==> src/rtl/status_pkg.sv <==
package status_pkg;

  typedef enum logic [1:0] {
    OP_ADD   = 2'd0,
    OP_SUB   = 2'd1,
    OP_ROT   = 2'd2,
    OP_LOGIC = 2'd3
  } op_class_e;

  localparam int unsigned STATUS_W    = 8;
  localparam int unsigned ARITH_FLAGS = 4;
  localparam int unsigned BIT_C       = 0;
  localparam int unsigned BIT_AC      = 1;
  localparam int unsigned BIT_Z       = 2;
  localparam int unsigned BIT_OV      = 3;
  localparam int unsigned BIT_PD      = 4;
  localparam int unsigned BIT_TO      = 5;

endpackage

==> src/rtl/status_arith_flags.sv <==
module status_arith_flags
  import status_pkg::*;
#(
  parameter int unsigned DATA_W = 8
) (
  input  op_class_e               op,
  input  logic [DATA_W-1:0]       a,
  input  logic [DATA_W-1:0]       b,
  input  logic                    cin,
  input  logic [DATA_W-1:0]       res,
  input  logic                    rot_bit,
  output logic [ARITH_FLAGS-1:0]  flag_val,
  output logic [ARITH_FLAGS-1:0]  flag_def
);

  localparam int unsigned NIB_W = DATA_W / 2;
  localparam int unsigned LOW_W = DATA_W - 1;

  logic [DATA_W-1:0] b_eff;
  logic [DATA_W:0]   full_sum;
  logic [NIB_W:0]    nib_sum;
  logic [LOW_W:0]    low_sum;
  logic              is_arith;
  logic              is_rot;

  // Subtraction is formed as a + ~b + cin, so a carry out means no borrow.
  always_comb begin
    b_eff    = (op == OP_SUB) ? ~b : b;
    is_arith = (op == OP_ADD) || (op == OP_SUB);
    is_rot   = (op == OP_ROT);
    full_sum = {1'b0, a} + {1'b0, b_eff} + {{DATA_W{1'b0}}, cin};
    nib_sum  = {1'b0, a[NIB_W-1:0]} + {1'b0, b_eff[NIB_W-1:0]} + {{NIB_W{1'b0}}, cin};
    low_sum  = {1'b0, a[LOW_W-1:0]} + {1'b0, b_eff[LOW_W-1:0]} + {{LOW_W{1'b0}}, cin};
  end

  always_comb begin
    flag_val[BIT_C]  = is_rot ? rot_bit : full_sum[DATA_W];
    flag_def[BIT_C]  = is_arith || is_rot;
    flag_val[BIT_AC] = nib_sum[NIB_W];
    flag_def[BIT_AC] = is_arith;
    flag_val[BIT_Z]  = (res == '0);
    flag_def[BIT_Z]  = !is_rot;
    flag_val[BIT_OV] = low_sum[LOW_W] ^ full_sum[DATA_W];
    flag_def[BIT_OV] = is_arith;
  end

  always_comb begin
    assert (!(op == OP_LOGIC) || (flag_def == 4'b0100))
      else $error("p_logic_only_z_r6");
  end

endmodule

==> src/rtl/status_arith_reg.sv <==
module status_arith_reg
  import status_pkg::*;
(
  input  logic                    clk,
  input  logic                    rst_n,
  input  logic                    clr,
  input  logic [ARITH_FLAGS-1:0]  upd,
  input  logic [ARITH_FLAGS-1:0]  val,
  input  logic                    cpu_we,
  input  logic [ARITH_FLAGS-1:0]  cpu_wdata,
  output logic [ARITH_FLAGS-1:0]  q
);

  logic [ARITH_FLAGS-1:0] nxt;
  logic [ARITH_FLAGS-1:0] en;

  for (genvar i = 0; i < ARITH_FLAGS; i++) begin : g_flag
    // Priority per bit: power-up clear, ALU update, CPU write.
    always_comb begin
      en[i] = clr || upd[i] || cpu_we;
      if (clr)          nxt[i] = 1'b0;
      else if (upd[i])  nxt[i] = val[i];
      else              nxt[i] = cpu_wdata[i];
    end

    always_ff @(posedge clk or negedge rst_n) begin
      if (!rst_n)     q[i] <= 1'b0;
      else if (en[i]) q[i] <= nxt[i];
    end

    p_alu_wins_r9: assert property (@(posedge clk) disable iff (!rst_n)
      (upd[i] && !clr) |=> (q[i] == $past(val[i])));

    p_hold_r7: assert property (@(posedge clk) disable iff (!rst_n)
      (!upd[i] && !clr && !cpu_we) |=> $stable(q[i]));
  end

  p_cpu_write_r8: assert property (@(posedge clk) disable iff (!rst_n)
    (cpu_we && upd == '0 && !clr) |=> (q == $past(cpu_wdata)));

  p_clear_r12: assert property (@(posedge clk) disable iff (!rst_n)
    clr |=> (q == '0));

endmodule

==> src/rtl/status_sys_flags.sv <==
module status_sys_flags (
  input  logic clk,
  input  logic rst_n,
  input  logic ev_por,
  input  logic ev_wdt_to,
  input  logic ev_clrwdt,
  input  logic ev_halt,
  output logic pd_q,
  output logic to_q
);

  logic pd_nxt;
  logic to_nxt;
  logic pd_en;
  logic to_en;

  always_comb begin
    pd_en = ev_por || ev_halt || ev_clrwdt;
    if (ev_por)       pd_nxt = 1'b0;
    else if (ev_halt) pd_nxt = 1'b1;
    else              pd_nxt = 1'b0;

    to_en = ev_por || ev_wdt_to || ev_clrwdt || ev_halt;
    if (ev_por)          to_nxt = 1'b0;
    else if (ev_wdt_to)  to_nxt = 1'b1;
    else                 to_nxt = 1'b0;
  end

  always_ff @(posedge clk or negedge rst_n) begin
    if (!rst_n) begin
      pd_q <= 1'b0;
      to_q <= 1'b0;
    end else begin
      if (pd_en) pd_q <= pd_nxt;
      if (to_en) to_q <= to_nxt;
    end
  end

  p_halt_sets_pd_r10: assert property (@(posedge clk) disable iff (!rst_n)
    (ev_halt && !ev_por) |=> pd_q);

  p_clr_clears_pd_r10: assert property (@(posedge clk) disable iff (!rst_n)
    (ev_clrwdt && !ev_halt) |=> !pd_q);

  p_expiry_sets_to_r11: assert property (@(posedge clk) disable iff (!rst_n)
    (ev_wdt_to && !ev_por) |=> to_q);

  p_to_cleared_r11: assert property (@(posedge clk) disable iff (!rst_n)
    ((ev_clrwdt || ev_halt) && !ev_wdt_to) |=> !to_q);

  p_sys_hold_r8: assert property (@(posedge clk) disable iff (!rst_n)
    (!ev_por && !ev_wdt_to && !ev_clrwdt && !ev_halt) |=> ($stable(pd_q) && $stable(to_q)));

endmodule

==> src/rtl/alu_status_reg.sv <==
module alu_status_reg
  import status_pkg::*;
#(
  parameter int unsigned DATA_W = 8
) (
  input  logic              clk,
  input  logic              rst_n,
  input  logic [1:0]        op_class,
  input  logic [DATA_W-1:0] alu_a,
  input  logic [DATA_W-1:0] alu_b,
  input  logic              alu_cin,
  input  logic [DATA_W-1:0] alu_res,
  input  logic              rot_bit,
  input  logic [3:0]        flag_we,
  input  logic              cpu_we,
  input  logic [7:0]        cpu_wdata,
  input  logic              ev_por,
  input  logic              ev_wdt_to,
  input  logic              ev_clrwdt,
  input  logic              ev_halt,
  output logic [7:0]        status_q
);

  localparam int unsigned SYNC_STAGES = 2;

  logic [SYNC_STAGES-1:0]  rst_pipe;
  logic                    rst_int_n;
  logic [ARITH_FLAGS-1:0]  flag_val;
  logic [ARITH_FLAGS-1:0]  flag_def;
  logic [ARITH_FLAGS-1:0]  flag_upd;
  logic [ARITH_FLAGS-1:0]  arith_q;
  logic                    pd_q;
  logic                    to_q;

  // Asynchronous assertion, synchronous release.
  always_ff @(posedge clk or negedge rst_n) begin
    if (!rst_n) rst_pipe <= '0;
    else        rst_pipe <= {rst_pipe[SYNC_STAGES-2:0], 1'b1};
  end
  assign rst_int_n = rst_pipe[SYNC_STAGES-1];

  status_arith_flags #(.DATA_W(DATA_W)) u_flags (
    .op       (op_class_e'(op_class)),
    .a        (alu_a),
    .b        (alu_b),
    .cin      (alu_cin),
    .res      (alu_res),
    .rot_bit  (rot_bit),
    .flag_val (flag_val),
    .flag_def (flag_def)
  );

  assign flag_upd = flag_we & flag_def;

  status_arith_reg u_arith (
    .clk       (clk),
    .rst_n     (rst_int_n),
    .clr       (ev_por),
    .upd       (flag_upd),
    .val       (flag_val),
    .cpu_we    (cpu_we),
    .cpu_wdata (cpu_wdata[ARITH_FLAGS-1:0]),
    .q         (arith_q)
  );

  status_sys_flags u_sys (
    .clk       (clk),
    .rst_n     (rst_int_n),
    .ev_por    (ev_por),
    .ev_wdt_to (ev_wdt_to),
    .ev_clrwdt (ev_clrwdt),
    .ev_halt   (ev_halt),
    .pd_q      (pd_q),
    .to_q      (to_q)
  );

  assign status_q = {2'b00, to_q, pd_q, arith_q};

  p_unused_zero_r1: assert property (@(posedge clk) disable iff (!rst_int_n)
    status_q[7:6] == 2'b00);

  p_por_clears_all_r12: assert property (@(posedge clk) disable iff (!rst_int_n)
    ev_por |=> (status_q == 8'h00));

  p_rotate_keeps_z_r5: assert property (@(posedge clk) disable iff (!rst_int_n)
    (op_class == 2'd2 && !cpu_we && !ev_por) |=> $stable(status_q[BIT_Z]));

  p_logic_keeps_arith_r6: assert property (@(posedge clk) disable iff (!rst_int_n)
    (op_class == 2'd3 && !cpu_we && !ev_por) |=>
      ($stable(status_q[BIT_C]) && $stable(status_q[BIT_AC]) && $stable(status_q[BIT_OV])));

endmodule

==> config.mk <==
export PLATFORM = sky130hd
export DESIGN_NAME = alu_status_reg
export DESIGN_NICKNAME = d
export VERILOG_FILES = /design/src/rtl/status_pkg.sv /design/src/rtl/status_arith_flags.sv /design/src/rtl/status_arith_reg.sv /design/src/rtl/status_sys_flags.sv /design/src/rtl/alu_status_reg.sv
export SDC_FILE = /design/constraint.sdc
export NUM_CORES = 1
export LEC_CHECK = 0
export BUFFER_PORTS_ARGS = -buffer_cell sky130_fd_sc_hd__buf_4
export CORE_MARGIN = 4
export CORE_UTILIZATION = 40
export DETAILED_ROUTE_END_ITERATION = 8
export GPL_ROUTABILITY_DRIVEN = 1
export GPL_TIMING_DRIVEN = 0
export PLACE_DENSITY = 0.79
export SYNTH_ARGS = -nofsm -noshare
export SYNTH_HDL_FRONTEND = slang
export SYNTH_HIERARCHICAL = 1
export SYNTH_SLANG_ARGS = --single-unit
==> constraint.sdc <==
create_clock -name clk -period 0.8 [get_ports clk]
set_input_delay 0.08 -clock clk [delete_from_list [all_inputs] [get_ports clk]]
set_output_delay 0.08 -clock clk [all_outputs]
set_load 0.1 [all_outputs]
== Word level (Yosys, flattened, before mapping) ==
Cells that the tools add are included.

* Add/sub/neg operators: 6
* Equal/unequal tests: 2
* Multiplexer cells: 14
* Bitwise operators: 3
* Reduce and logical (&&, ||, !) cells: 18

{| class="wikitable"
|+ Operators with widths
! kind !! number
|-
| $logic_or 1x1->1 || 15
|-
| $mux 1 || 13
|-
| $add 8x8->9 || 1
|-
| $add 9x1->9 || 1
|-
| $add 7x7->8 || 1
|-
| $add 8x1->8 || 1
|-
| $logic_not 8->1 || 1
|-
| $mux 8 || 1
|-
| $not 8->8 || 1
|-
| $add 4x4->5 || 1
|-
| $add 5x1->5 || 1
|-
| $and 4x4->4 || 1
|-
| $eq 2x1->1 const B || 1
|-
| $eq 2x2->1 const B || 1
|-
| $logic_not 2->1 || 1
|-
| $logic_not 1->1 || 1
|-
| $xor 1x1->1 || 1
|}

* Register bits after elaboration: 8
* Bits of input ports: 47
* Output and inout port bits: 8
* Word-level logic and storage cells: 50

== Depth between registers and ports, before layout ==
* Depth in word-level cells: 7
* Depth in mapped cells: 10
* Depth with buffers taken out: 10

== Hierarchy ==
Netlist, hierarchy kept.

{| class="wikitable"
|+ By module, submodules not included
! module !! instances !! cells each !! area an instance (um^2) !! sequential area each (um^2)
|-
| status_arith_flags || 1 || 47 || 360.3 || 0.0
|-
| status_arith_reg || 1 || 21 || 221.5 || 100.1
|-
| alu_status_reg || 1 || 12 || 112.6 || 50.0
|-
| status_sys_flags || 1 || 8 || 82.6 || 50.0
|}

== Worst setup path after synthesis ==
OpenSTA, ideal clock, no wires.

* Path type: input to register
* Start point: in op_class[1]
* End point: reg u_arith.q[3]
* Setup time: 94 ps
* Arrival: 1550 ps
* Required time: 706 ps
* Path slack: -845 ps
* Stages: 10
* Buffers on the path: 0
* Cell sequence: inv_1 > nand2_2 > xnor2_1 > ha_1 > a21oi_2 > o22ai_2 > o21ba_1 > o211ai_2 > nor2b_1 > a211oi_1

* Word-level cells in the longest chain between the ends: 7
* Elaborated cells between the ends (all ways): 14
* Classes of those cells: add/sub (4); eq/ne (1); mux (3); bitwise (2); reduce/logical (4)

{| class="wikitable"
|+ RTL lines
! what !! line !! source
|-
| from (decl) || alu_status_reg.sv:8 || <nowiki>input logic [1:0] op_class,</nowiki>
|-
| $eq 2x1->1 * || status_arith_flags.sv:28 || <nowiki>b_eff = (op == OP_SUB) ? ~b : b;</nowiki>
|-
| $mux 8 * || status_arith_flags.sv:28 ||
|-
| $add 8x8->9 / $add 7x7->8 (equally long branches) || status_arith_flags.sv:31, status_arith_flags.sv:33 ||
|-
| $add 9x1->9 / $add 8x1->8 (equally long branches) || status_arith_flags.sv:31, status_arith_flags.sv:33 ||
|-
| $xor 1x1->1 * || status_arith_flags.sv:43 || <nowiki>flag_val[BIT_OV] = low_sum[LOW_W] ^ full_sum[DATA_W];</nowiki>
|-
| named net flag_val[3] || alu_status_reg.sv:28 || <nowiki>logic [ARITH_FLAGS-1:0] flag_val;</nowiki>
|-
| $mux 1 * || status_arith_reg.sv:22 || <nowiki>else if (upd[i]) nxt[i] = val[i];</nowiki>
|-
| $mux 1 * || status_arith_reg.sv:21 || <nowiki>if (clr) nxt[i] = 1'b0;</nowiki>
|-
| to (signal, indexed assignment) || status_arith_reg.sv:28 || <nowiki>else if (en[i]) q[i] <= nxt[i];</nowiki>
|-
| to (decl) || status_arith_reg.sv:11 || <nowiki>output logic [ARITH_FLAGS-1:0] q</nowiki>
|}

The timed path passes the listed nets; every way through them passes the cells marked *.
A chain may end at the register's enable or synchronous reset.

== Final worst setup path ==
* Start point: in op_class[1]
* End point: reg u_arith.q[3]

* Elaborated cells between the ends (all ways): 14
* Classes of those cells: add/sub (4); eq/ne (1); mux (3); bitwise (2); reduce/logical (4)

{| class="wikitable"
|+ RTL lines
! what !! line !! source
|-
| $eq 2x1->1 / $logic_not 2->1 (equally long branches) || status_arith_flags.sv:29 || <nowiki>is_arith = (op == OP_ADD) || (op == OP_SUB);</nowiki>
|-
| $logic_or 1x1->1 * || status_arith_flags.sv:29 ||
|-
| named net u_flags.is_arith || status_arith_flags.sv:23 || <nowiki>logic is_arith;</nowiki>
|-
| $and 4x4->4 * || alu_status_reg.sv:53 || <nowiki>assign flag_upd = flag_we & flag_def;</nowiki>
|-
| $mux 1 / $logic_or 1x1->1 (equally long branches) || status_arith_reg.sv:22, status_arith_reg.sv:20 ||
|-
| $mux 1 / $logic_or 1x1->1 (equally long branches) || status_arith_reg.sv:21, status_arith_reg.sv:20 ||
|}

Marked as above.

==> flow_summary.json <==
{
  "status": "finished, violations left",
  "violations_in_the_final_reports": "setup timing",
  "clock_tree.htree_level_count": 1,
  "fillerInstances": 121,
  "power_report.internal_total_w": 0.00106,
  "power_density_nw_per_um2": 1210,
  "global_route.overflow_total": 0,
  "n_antenna_cell": 0,
  "grt_start_max_net_pins": 9,
  "die_width_um": 52.1,
  "maxSlewViolCount": 0,
  "share_of_cells_above_drive_strength_1_pct": 56.9,
  "cp_common_cell": "sky130_fd_sc_hd__buf_4",
  "drt-total-wl_um": 2220,
  "avgSynthCellArea_um2": 8.83,
  "grt_pass1_wl_um": 3550,
  "cp_num_buf_inv": 4,
  "vias": 802,
  "grt_use_total_pct": 18.0,
  "initialDrtViolationCount": 4,
  "leading_cell_types_in_the_layout_fill_and_taps_excluded": "sky130_fd_sc_hd__buf_4 (46), sky130_fd_sc_hd__inv_1 (8), sky130_fd_sc_hd__ha_1 (8)",
  "postLayoutSetupSlackWorst_ns": -0.701,
  "hp-class": "primary input to flip-flop",
  "drv.max_cap_violation_count": 0,
  "critPathArrivalTime_ns": 1.66,
  "placementRows": 15,
  "placement.cell_area_um2": 1210,
  "area_growth_from_synthesis_to_layout_pct": 81.6,
  "final_nets": 201,
  "endpoint_kind": "flip-flop",
  "crit_chain": "buf_12, inv_16, nand2_8, buf_4, buf_4, xnor2_1, ha_1, nor3_1, o21ai_0, o211ai_2, nor2b_1, a211oi_1",
  "cts_buffers": 3,
  "cts_tree": "done",
  "route.detailed.vias_per_inst": 4.75,
  "cp_slowest_cell": "sky130_fd_sc_hd__ha_1",
  "clock_power_share_pct": 18.3,
  "ys_seq_area_share_pct": 25.8,
  "required_ns": 0.96,
  "p_leak_nw": 0.697,
  "cpPeakStageDelay_ns": 0.27,
  "power.switching_fraction_pct": 37.8,
  "total_switching_power_w": 0.000646,
  "post_route_skew_ns": 0.00561,
  "mappedNetlistArea_um2": 777,
  "antenna_found_initial": 0,
  "post_synth_inst_count": 88,
  "boundaryPins": 55,
  "synth.area.top_cells": "sky130_fd_sc_hd__dfrtp_1 (26%), sky130_fd_sc_hd__ha_1 (13%), sky130_fd_sc_hd__xnor2_1 (9.0%), sky130_fd_sc_hd__buf_4 (5.8%), sky130_fd_sc_hd__mux2i_1 (5.2%)",
  "pwr-share-comb_pct": 54.5,
  "yosys_warnings": 6,
  "clk-insertion-delay-late_ns": 0.26,
  "synth.ff_latch_count": 8,
  "grt_pass1_vias": 874,
  "ff_latch_area_um2": 208,
  "initial_utilization_pct": 43.6,
  "detailedRoute.firstPassIterationCount": 4,
  "synth_cell_type_count": 28,
  "die_height_um": 52.1,
  "rsz0062_at_grt": "yes",
  "netlist.top_cell.by_area": "sky130_fd_sc_hd__dfrtp_1",
  "critPathLaunchType": "primary input",
  "power_w": 0.00171,
  "cts-root-to-sink-buffers": 2,
  "critical-path-top-delay-family": "buffers and inverters",
  "multi_input_area_um2": 557,
  "drt_drc_violations_left": 0,
  "cts.root.buffer_cell": "sky130_fd_sc_hd__clkbuf_4",
  "final_core_utilization_pct": 79.2,
  "numPortBuffers": 47,
  "clk_pin_slew_ns": 0.06,
  "area_of_the_die_um2": 2710,
  "crit_path_max_fanout": 8,
  "floorplan.core_area_um2": 1780,
  "ant_nets": 0,
  "power.ir.vdd_worst_uv": 831,
  "timing.final.crit_share_pct": 188,
  "gp_congestion": 0.678,
  "hpwl_um": 1640,
  "critPathKind": "primary input to flip-flop",
  "cts_num_sinks": 8,
  "detail_route.wl_per_cell_um": 13.1,
  "hold_viol_final": 0,
  "yosys.area.top_type_share_pct": 25.8,
  "layout.cells.most_common": "sky130_fd_sc_hd__buf_4",
  "crit_path_time_final_ns": 1.50,
  "final_design_area_no_fill_um2": 1410,
  "p_seq_share_pct": 27.3,
  "upper_clock_frequency_limit_ghz": 0.666,
  "finalSetupViolCount": 11
}
[state kept, by name, indices dropped and copies added (netlist names)]
name        count
rst_pipe        2
u_sys/pd_q      1
u_arith/q       4
u_sys/to_q      1
[cells by family after synthesis]
logic type | synth area share, %
AOI/OAI and AO/OA | 15.8
xor gates and xnor gates | 9.02
adders and majority gates | 12.9
buffers and inverters | 11.6
DFF | 25.8
muxes | 5.15
other | 0.967
and+or+nand+nor | 18.8
[cell usage after synthesis]
cell type	instances
sky130_fd_sc_hd__inv_1	9
sky130_fd_sc_hd__and2_1	4
sky130_fd_sc_hd__nand3_1	2
sky130_fd_sc_hd__or4_1	2
sky130_fd_sc_hd__o21ba_1	1
sky130_fd_sc_hd__nor3_1	1
sky130_fd_sc_hd__dfrtp_1	8
sky130_fd_sc_hd__buf_6	1
sky130_fd_sc_hd__o21a_1	1
sky130_fd_sc_hd__nand2_2	1
sky130_fd_sc_hd__a21oi_1	3
sky130_fd_sc_hd__a21o_1	1
sky130_fd_sc_hd__nor2_1	3
sky130_fd_sc_hd__conb_1	2
sky130_fd_sc_hd__xnor2_1	8
sky130_fd_sc_hd__o21ai_0	2
sky130_fd_sc_hd__o22ai_2	1
sky130_fd_sc_hd__or2_2	1
sky130_fd_sc_hd__a211oi_1	4
sky130_fd_sc_hd__mux2i_1	4
sky130_fd_sc_hd__ha_1	8
sky130_fd_sc_hd__buf_4	6
sky130_fd_sc_hd__nor2b_1	5
sky130_fd_sc_hd__o211ai_2	1
sky130_fd_sc_hd__nand2_1	4
sky130_fd_sc_hd__a21oi_2	2
sky130_fd_sc_hd__nand2b_1	2
sky130_fd_sc_hd__or3b_1	1
[final cells by class]
type / count / share of cell area [%]
Tap cell: 25 / 2.22
Sequential cell: 8 / 14.7
Clock buffer: 3 / 1.60
Multi-Input combinational cell: 65 / 39.5
Inverter: 9 / 3.55
Buffer: 6 / 3.72
Timing Repair Buffer: 53 / 34.8
[final timing paths]
path                             start      endpoint  slack (ns)  cells after the start
max in group asynchronous  rst_pipe[1]  u_arith/q[2]        0.46                      0
hold reg to reg            rst_pipe[1]    u_sys/pd_q        0.10                      0
min in group asynchronous  rst_pipe[1]    u_sys/pd_q        0.10                      0
setup reg to reg            u_sys/to_q    u_sys/to_q       -0.13                      2
setup / recovery           op_class[1]  u_arith/q[3]       -0.70                     12
hold / removal                  ev_por    u_sys/pd_q        0.03                      2
[stage by stage]
stage | setup TNS [ns] | hold slack [ns] | std cells | setup slack [ns]
after floorplan | -2.13 | -0.216 | 89 | -0.662
after global placement | -3.08 | -0.138 | 161 | -0.931
after detailed placement | -3.26 | -0.137 | 161 | -0.987
after CTS | -2.81 | 0.0162 | 167 | -0.622
after global routing | -3.57 | 0.0187 | 169 | -0.745
final | -3.05 | 0.0268 | 169 | -0.701
[power by group through the flow]
stage / clock network (W) / registers (W) / logic, W
global placement: 0 / 0.000461 / 0.000771
detailed placement: 0 / 0.000463 / 0.000792
global route: 0.000356 / 0.000472 / 0.000995
finish: 0.000313 / 0.000466 / 0.000932
CTS: 0.000323 / 0.000462 / 0.000866
floorplan: 0 / 0.000586 / 0.000405
[layer usage]
layer  share of wire (%)  track usage (%)  up-vias
li1                    -                -      400
met1                  32             18.1      358
met2                  55             33.3       38
met3                 8.5             6.02        6
met4                 4.3             7.42        0
met5                   0                0        -
[what timing repair did]
item	4_1_cts	5_1_grt
setup endpoints to repair	11	12
hold buffers	1	0
pin swaps	6	8
setup buffers	3	2
endpoints found under the hold margin	2	0
resized for setup	20	12
Power figures use the tool's default switching activity.
